File: src/rtl/sbrs_pkg.sv
package sbrs_pkg;

   localparam int unsigned SBRS_DEF_REG_W   = 4;
   localparam int unsigned SBRS_DEF_OP_W    = 6;
   localparam int unsigned SBRS_DEF_ENTRIES = 3;
   localparam int unsigned SBRS_DEF_LAT     = 2;

   // width of an age rank able to hold 0 .. n-1
   function automatic int unsigned sbrs_rank_w(input int unsigned n);
      return (n > 1) ? $clog2(n) : 1;
   endfunction

endpackage

File: src/rtl/sbrs_scoreboard.sv
module sbrs_scoreboard #(
   parameter int unsigned REG_W = 4
) (
   input  logic                    clk,
   input  logic                    rst_n,
   input  logic                    set_en,
   input  logic [REG_W-1:0]        set_reg,
   input  logic                    clr_en,
   input  logic [REG_W-1:0]        clr_reg,
   output logic [(1<<REG_W)-1:0]   vld_o
);
   localparam int unsigned NUM_REGS = 1 << REG_W;

   if (REG_W < 1 || REG_W > 8) begin : g_bad_reg_w
      $error("sbrs_scoreboard: REG_W out of range");
   end

   logic [NUM_REGS-1:0] vld_q;
   logic [NUM_REGS-1:0] set_hot;
   logic [NUM_REGS-1:0] clr_hot;

   for (genvar r = 0; r < NUM_REGS; r++) begin : g_reg
      assign set_hot[r] = set_en && (set_reg == REG_W'(r));
      assign clr_hot[r] = clr_en && (clr_reg == REG_W'(r));
   end

   // completion set first, issue clear applied on top of it
   always_ff @(posedge clk) begin
      if (!rst_n) vld_q <= '1;
      else        vld_q <= (vld_q | set_hot) & ~clr_hot;
   end

   assign vld_o = vld_q;

   p_clear_on_issue_r5: assert property (@(posedge clk) disable iff (!rst_n)
      clr_en |=> !vld_o[$past(clr_reg)]);

   p_set_on_cpl_r6: assert property (@(posedge clk) disable iff (!rst_n)
      (set_en && !(clr_en && clr_reg == set_reg)) |=> vld_o[$past(set_reg)]);

   p_clear_wins_r8: assert property (@(posedge clk) disable iff (!rst_n)
      (set_en && clr_en && clr_reg == set_reg) |=> !vld_o[$past(set_reg)]);

endmodule

File: src/rtl/sbrs_age_pick.sv
module sbrs_age_pick #(
   parameter int unsigned ENTRIES = 3,
   parameter int unsigned RANK_W  = 2
) (
   input  logic [ENTRIES-1:0]        req,
   input  logic [ENTRIES*RANK_W-1:0] rank_flat,
   output logic [ENTRIES-1:0]        grant
);
   if (ENTRIES == 1) begin : g_single
      assign grant = req;
   end else begin : g_multi
      for (genvar i = 0; i < ENTRIES; i++) begin : g_cand
         logic beaten;
         always_comb begin
            beaten = 1'b0;
            for (int j = 0; j < ENTRIES; j++) begin
               if (j != i && req[j] &&
                   rank_flat[j*RANK_W +: RANK_W] < rank_flat[i*RANK_W +: RANK_W])
                  beaten = 1'b1;
            end
         end
         assign grant[i] = req[i] && !beaten;
      end
   end

endmodule

File: src/rtl/sbrs_lat_pipe.sv
module sbrs_lat_pipe #(
   parameter int unsigned EXEC_LAT = 2,
   parameter int unsigned REG_W    = 4
) (
   input  logic             clk,
   input  logic             rst_n,
   input  logic             in_vld,
   input  logic [REG_W-1:0] in_reg,
   output logic             out_vld,
   output logic [REG_W-1:0] out_reg
);
   if (EXEC_LAT < 1 || EXEC_LAT > 64) begin : g_bad_lat
      $error("sbrs_lat_pipe: EXEC_LAT out of range");
   end

   if (EXEC_LAT == 1) begin : g_single
      always_ff @(posedge clk) begin
         if (!rst_n) begin
            out_vld <= 1'b0;
            out_reg <= '0;
         end else begin
            out_vld <= in_vld;
            out_reg <= in_reg;
         end
      end
   end else begin : g_chain
      logic [EXEC_LAT-1:0] vld_q;
      logic [REG_W-1:0]    reg_q [EXEC_LAT];
      always_ff @(posedge clk) begin
         if (!rst_n) begin
            vld_q <= '0;
            for (int k = 0; k < EXEC_LAT; k++) reg_q[k] <= '0;
         end else begin
            vld_q    <= {vld_q[EXEC_LAT-2:0], in_vld};
            reg_q[0] <= in_reg;
            for (int k = 1; k < EXEC_LAT; k++) reg_q[k] <= reg_q[k-1];
         end
      end
      assign out_vld = vld_q[EXEC_LAT-1];
      assign out_reg = reg_q[EXEC_LAT-1];
   end

endmodule

File: src/rtl/sbrs_station.sv
module sbrs_station
   import sbrs_pkg::*;
#(
   parameter int unsigned ENTRIES  = SBRS_DEF_ENTRIES,
   parameter int unsigned EXEC_LAT = SBRS_DEF_LAT,
   parameter int unsigned REG_W    = SBRS_DEF_REG_W,
   parameter int unsigned OP_W     = SBRS_DEF_OP_W
) (
   input  logic             clk,
   input  logic             rst_n,
   input  logic             dsp_valid,
   input  logic [OP_W-1:0]  dsp_op,
   input  logic [REG_W-1:0] dsp_rd,
   input  logic [REG_W-1:0] dsp_rs1,
   input  logic [REG_W-1:0] dsp_rs2,
   output logic             dsp_full,
   input  logic             unit_free,
   output logic             iss_valid,
   output logic [OP_W-1:0]  iss_op,
   output logic [REG_W-1:0] iss_rd,
   output logic [REG_W-1:0] iss_rs1,
   output logic [REG_W-1:0] iss_rs2,
   output logic             cpl_valid,
   output logic [REG_W-1:0] cpl_rd,
   input  logic [REG_W-1:0] qry_reg,
   output logic             qry_valid
);
   localparam int unsigned NUM_REGS = 1 << REG_W;
   localparam int unsigned RANK_W   = sbrs_rank_w(ENTRIES);

   if (ENTRIES < 1 || ENTRIES > 32) begin : g_bad_entries
      $error("sbrs_station: ENTRIES out of range");
   end
   if (OP_W < 1) begin : g_bad_op_w
      $error("sbrs_station: OP_W must be positive");
   end

   // slot storage
   logic [ENTRIES-1:0] busy_q;
   logic [OP_W-1:0]    op_q  [ENTRIES];
   logic [REG_W-1:0]   rd_q  [ENTRIES];
   logic [REG_W-1:0]   rs1_q [ENTRIES];
   logic [REG_W-1:0]   rs2_q [ENTRIES];
   logic [RANK_W-1:0]  rank_q[ENTRIES];

   logic [NUM_REGS-1:0]       sb_vld;
   logic [ENTRIES-1:0]        ready;
   logic [ENTRIES-1:0]        grant;
   logic [ENTRIES-1:0]        alloc;
   logic [ENTRIES*RANK_W-1:0] rank_flat;
   logic [RANK_W-1:0]         iss_rank;
   logic [RANK_W:0]           occ;
   logic [RANK_W:0]           occ_after;
   logic [RANK_W-1:0]         rank_new;
   logic                      dsp_take;
   logic                      pipe_vld;
   logic [REG_W-1:0]          pipe_reg;

   // issue-bound readiness: read the validity table now
   for (genvar i = 0; i < ENTRIES; i++) begin : g_ready
      assign ready[i] = busy_q[i] && sb_vld[rs1_q[i]] && sb_vld[rs2_q[i]];
      assign rank_flat[i*RANK_W +: RANK_W] = rank_q[i];
   end

   sbrs_age_pick #(
      .ENTRIES (ENTRIES),
      .RANK_W  (RANK_W)
   ) u_pick (
      .req       (ready),
      .rank_flat (rank_flat),
      .grant     (grant)
   );

   assign iss_valid = unit_free && (|grant);

   always_comb begin
      iss_op   = '0;
      iss_rd   = '0;
      iss_rs1  = '0;
      iss_rs2  = '0;
      iss_rank = '0;
      for (int i = 0; i < ENTRIES; i++) begin
         if (grant[i]) begin
            iss_op   = iss_op   | op_q[i];
            iss_rd   = iss_rd   | rd_q[i];
            iss_rs1  = iss_rs1  | rs1_q[i];
            iss_rs2  = iss_rs2  | rs2_q[i];
            iss_rank = iss_rank | rank_q[i];
         end
      end
   end

   // push side: lowest free slot, rank = occupants staying this cycle
   assign dsp_full = &busy_q;
   assign dsp_take = dsp_valid && !dsp_full;

   always_comb begin
      alloc = '0;
      occ   = '0;
      for (int i = 0; i < ENTRIES; i++) begin
         if (busy_q[i]) occ = occ + 1'b1;
         if (!busy_q[i] && alloc == '0) alloc[i] = 1'b1;
      end
      occ_after = occ - (RANK_W+1)'(iss_valid);
      rank_new  = occ_after[RANK_W-1:0];
   end

   always_ff @(posedge clk) begin
      if (!rst_n) begin
         busy_q <= '0;
         for (int i = 0; i < ENTRIES; i++) begin
            op_q[i]   <= '0;
            rd_q[i]   <= '0;
            rs1_q[i]  <= '0;
            rs2_q[i]  <= '0;
            rank_q[i] <= '0;
         end
      end else begin
         for (int i = 0; i < ENTRIES; i++) begin
            if (iss_valid && grant[i]) begin
               busy_q[i] <= 1'b0;
            end else if (busy_q[i] && iss_valid && rank_q[i] > iss_rank) begin
               rank_q[i] <= rank_q[i] - 1'b1;
            end
            if (dsp_take && alloc[i]) begin
               busy_q[i] <= 1'b1;
               op_q[i]   <= dsp_op;
               rd_q[i]   <= dsp_rd;
               rs1_q[i]  <= dsp_rs1;
               rs2_q[i]  <= dsp_rs2;
               rank_q[i] <= rank_new;
            end
         end
      end
   end

   // fixed-latency completion tracking
   sbrs_lat_pipe #(
      .EXEC_LAT (EXEC_LAT),
      .REG_W    (REG_W)
   ) u_lat (
      .clk     (clk),
      .rst_n   (rst_n),
      .in_vld  (iss_valid),
      .in_reg  (iss_rd),
      .out_vld (pipe_vld),
      .out_reg (pipe_reg)
   );

   assign cpl_valid = pipe_vld;
   assign cpl_rd    = pipe_reg;

   sbrs_scoreboard #(
      .REG_W (REG_W)
   ) u_sb (
      .clk     (clk),
      .rst_n   (rst_n),
      .set_en  (pipe_vld),
      .set_reg (pipe_reg),
      .clr_en  (iss_valid),
      .clr_reg (iss_rd),
      .vld_o   (sb_vld)
   );

   assign qry_valid = sb_vld[qry_reg];

   p_sources_valid_r3: assert property (@(posedge clk) disable iff (!rst_n)
      iss_valid |-> (sb_vld[iss_rs1] && sb_vld[iss_rs2]));

   p_full_drops_push_r2: assert property (@(posedge clk) disable iff (!rst_n)
      (dsp_full && !iss_valid) |=> (busy_q == $past(busy_q)));

   p_unit_busy_holds_r4: assert property (@(posedge clk) disable iff (!rst_n)
      (!unit_free && !dsp_take) |=> (busy_q == $past(busy_q)));

   p_single_grant_r9: assert property (@(posedge clk) disable iff (!rst_n)
      $onehot0(grant));

   p_ready_gets_grant_r7: assert property (@(posedge clk) disable iff (!rst_n)
      (|ready) |-> (|grant));

endmodule

File: config.mk
export PLATFORM = sky130hd
export DESIGN_NAME = sbrs_station
export DESIGN_NICKNAME = d
export VERILOG_FILES = /design/src/rtl/sbrs_pkg.sv /design/src/rtl/sbrs_scoreboard.sv /design/src/rtl/sbrs_age_pick.sv /design/src/rtl/sbrs_lat_pipe.sv /design/src/rtl/sbrs_station.sv
export SDC_FILE = /design/constraint.sdc
export NUM_CORES = 1
export LEC_CHECK = 0
export CAP_MARGIN = 25
export CORE_UTILIZATION = 52
export DETAILED_ROUTE_END_ITERATION = 7
export PLACE_DENSITY = 0.84
export SLEW_MARGIN = 30
export SYNTH_ARGS = -nofsm -noshare
export SYNTH_HDL_FRONTEND = slang
export SYNTH_SLANG_ARGS = --single-unit
File: constraint.sdc
create_clock -name clk -period 4.1 [get_ports clk]
set_input_delay 0.82 -clock clk [delete_from_list [all_inputs] [get_ports clk]]
set_output_delay 0.82 -clock clk [all_outputs]
set_load 0.03 [all_outputs]
==> metrics.txt <==
#FFs+latches synth=89; GRT Total Usage=26.3%; met2 WL=5.95 mm; max-cap violations=0; Syn Area/Cell=12.3 um^2; post-synthesis sequential area ratio=46.7%; Power Total=2160 uW; hold_buf cts=0; effective utilization at floorplan=54.4%; Die W=101 um; share of layout cells above drive strength 1=23.0%; total gr overflow=0; cell area power density=356 mW/mm^2; Mapped Cells=414; wl on met1=4.84 mm; Register-to-Register Path Depth=13; min-delay src=u_lat.g_chain.reg_q[0][0]$_SDFF_PN0_; CP max FO=13; Hold Crit Depth=1; Core ar.=0.00937 mm^2; cells along the critical path=mux4_2, mux4_2, o21a_2, a221oi_4, buf_4, a222oi_1, buf_4, inv_1, buf_4; clock root buffer=clkbuf_8; RD Place Congestion=0.936; Reg clk slew, reported paths=0.09 ns; Setup-failing EPs final=0; DRT iter0 DRCs=511; most frequent cells in the layout=edfxtp_1 (60), buf_4 (51), inv_1 (34); crit path launch type=flip-flop; period utilization=96.8%; Finished Layout Cells=621; FILL cells=704; Max stage delay cell, worst path=mux4_2; R2R Path End=rank_q[2][1]$_DFFE_PP_; Num CTS Buffers=9; DR WL/cell=20.1 um; slowest stage delay, CP=0.53 ns; commonest non-fill, non-tap cell in the layout=edfxtp_1; final hold vios=0; EDFF count, synth=60; WP data arrival=3.15 ns; clock latency on the worst-skew pair=0.35 ns; R2R setup slack=0.18 ns; first-pass GRT wire length=20.0 mm; dpl cells=596; predominant post-synthesis flop cell=edfxtp_1; asr flop ratio synth=0%; Post-Syn Area=0.00510 mm^2; Max Root-Sink Buffers=2; Top cell by count, worst path=buf_4; Post-Route WL=12.5 mm; number of global-route vias before repair=3,926; worst slew pin tran=0.845 ns; Reg area=0.00238 mm^2; pin count of the biggest net entering global routing=31; Row Count=35; htree depth=3; WS Path Type=reg2out; syn nets=457; dpl hpwl=9.06 mm; highest layer used for signal routing=met4; crit end category=output port; PortBufs=51; drt first pass iters=8; Via Count=3,877; leakage=0.00233 uW; # clock sinks=89; CTS tree=built; required time of the critical path=3.28 ns; Slew headroom=43.5%; unrepaired setup endpoints after global routing=yes; routed wl met3=1.31 mm; initial antenna violation count=0; Pins Over Slew Limit=0; number of I/O pins=52; worst path bufs/invs=4; Period minus WS final=3.97 ns; status=complete, no violations; synthesis-to-finish area growth=18.9%; Diodes inserted=0; die height=101 um; Fin Clk Skew=0.0133 ns; worst r2r src=rs2_q[0][2]$_DFFE_PP_; Final ANT Viol Nets=0; Peak supply drop=0.000227 V; fmax=252 MHz; family with the most delay on the worst path=multiplexers; Hold Path Class=reg2reg; Die ar.=0.0102 mm^2; post-layout net count=531; Hold EP=u_lat.g_chain.reg_q[0][4]$_SDFF_PN0_; warnings from Yosys=0; area of the multi-input gates=0.00249 mm^2; routed vias/inst=6.24; # DRC=0; unique cell type count in the Yosys netlist=67
-- what timing repair did --
item	in CTS	in global routing
pin swaps	3	7
endpoints found under the hold margin	0	0
setup buffers	5	5
setup endpoints to repair	2	9
gates resized for setup	0	8
-- worst max-delay path by stage --
stage / startpoint / to / slack [ns] / cells past startpoint
after floorplan: rs2_q[0][2]$_DFFE_PP_ / rank_q[2][0]$_DFFE_PP_ / 0.22 / 13
after global placement: qry_reg[1] / qry_valid / 0.27 / 4
after detailed placement: rs2_q[0][2]$_DFFE_PP_ / rank_q[2][0]$_DFFE_PP_ / 0.15 / 11
after CTS: rs2_q[0][6]$_DFFE_PP_ / iss_rd[3] / 0.02 / 9
after global routing: rs2_q[0][2]$_DFFE_PP_ / rank_q[2][0]$_DFFE_PP_ / -0.02 / 13
final: rs2_q[0][2]$_DFFE_PP_ / iss_rd[3] / 0.13 / 9
-- registers in the layout (all words and copies together), names as in the netlist --
| signal | cells |
|---|---|
| u_lat.g_chain.reg_q | 8 |
| rank_q | 6 |
| op_q | 18 |
| busy_q | 3 |
| rs1_q | 12 |
| u_lat.g_chain.vld_q | 2 |
| u_sb.vld_o | 16 |
| rd_q | 12 |
| rs2_q | 12 |
-- where the power goes --
group	switching (uW)	total, uW	leakage, uW	internal, uW
sequential	64.4	1090	0.000858	1030
clock	310	590	0.0000917	280
combinational	257	474	0.00138	216
total	631	2160	0.00233	1520
-- per-stage QoR --
stage                     setup TNS [ns]  setup WS, ns  utilization, %  area [um^2]  hold WS (ns)
after floorplan                        0         0.217               -         5100         0.412
after global placement                 0         0.270            61.7         5780         0.413
after detailed placement               0         0.148            61.7         5780         0.418
after CTS                              0        0.0231            64.1         6010         0.440
after global routing             -0.0722       -0.0187            64.7         6060         0.459
final                                  0         0.131            64.7         6060         0.438
-- worst reg2reg max path, delay by kind of cell (launching register included) --
kind,cells,cell delay (ns)
AO/OA/AOI/OAI,8,1.48
multiplexers,2,1.03
flip-flops,1,0.50
buffers and inverters,2,0.36
adder cells (fa/ha/maj),1,0.29
-- synthesized netlist by cell type, types with 2 or more instances --
master    number  share of area, %
and2_1        28               3.4
nand3b_1       2              0.29
nor2_1        17               1.3
xnor2_1        4              0.69
a21o_1         3              0.44
mux2_2         4              0.88
nor3b_1       14               2.1
inv_1         34               2.5
a22o_1         2              0.34
a211oi_1       2              0.29
buf_2          5              0.49
nand2_1       14               1.0
mux4_1         6               3.1
ha_1          17               4.2
dfxtp_1       29                11
a222oi_1      20               3.9
o21ai_0        2              0.20
o211ai_1       2              0.29
a21oi_2        2              0.34
mux2i_1       17               3.3
mux4_2        18               7.9
nand2b_1       5              0.61
edfxtp_1      60                35
buf_6          2              0.44
nand3_1        9              0.88
clkbuf_1       9              0.66
a21oi_1       24               2.4
nor3b_2        2              0.49
nor2b_1       13               1.6
nor3_1         6              0.59
buf_4          5              0.74
nor4_2         2              0.49
-- cells by family (layout without fill, tap and decap cells) --
logic type      Yosys count  count (layout)  synth area share (%)
flops                    89              89                  46.7
compound gates           76              76                  12.5
buf+inv                  55             133                  4.83
xor+xnor                  5               5                 0.858
mux                      45              45                  15.3
simple gates            127             127                  15.6
fa+ha+maj                17              17                  4.17
-- metal layers --
layer,GRT usage [%],up-vias
met4,11.1,0
met5,0,-
met2,42.3,254
met3,6.66,54
met1,33.9,1826
li1,-,1743
-- final cells by class --
cell class | instances | area share, %
Multi-Input combinational cell | 270 | 41.0
Sequential cell | 89 | 39.3
Timing Repair Buffer | 84 | 11.8
Tap cell | 129 | 2.66
Inverter | 34 | 2.10
Clock buffer | 9 | 2.04
Clock inverter | 6 | 1.11
(Power assumes the default switching activity.)
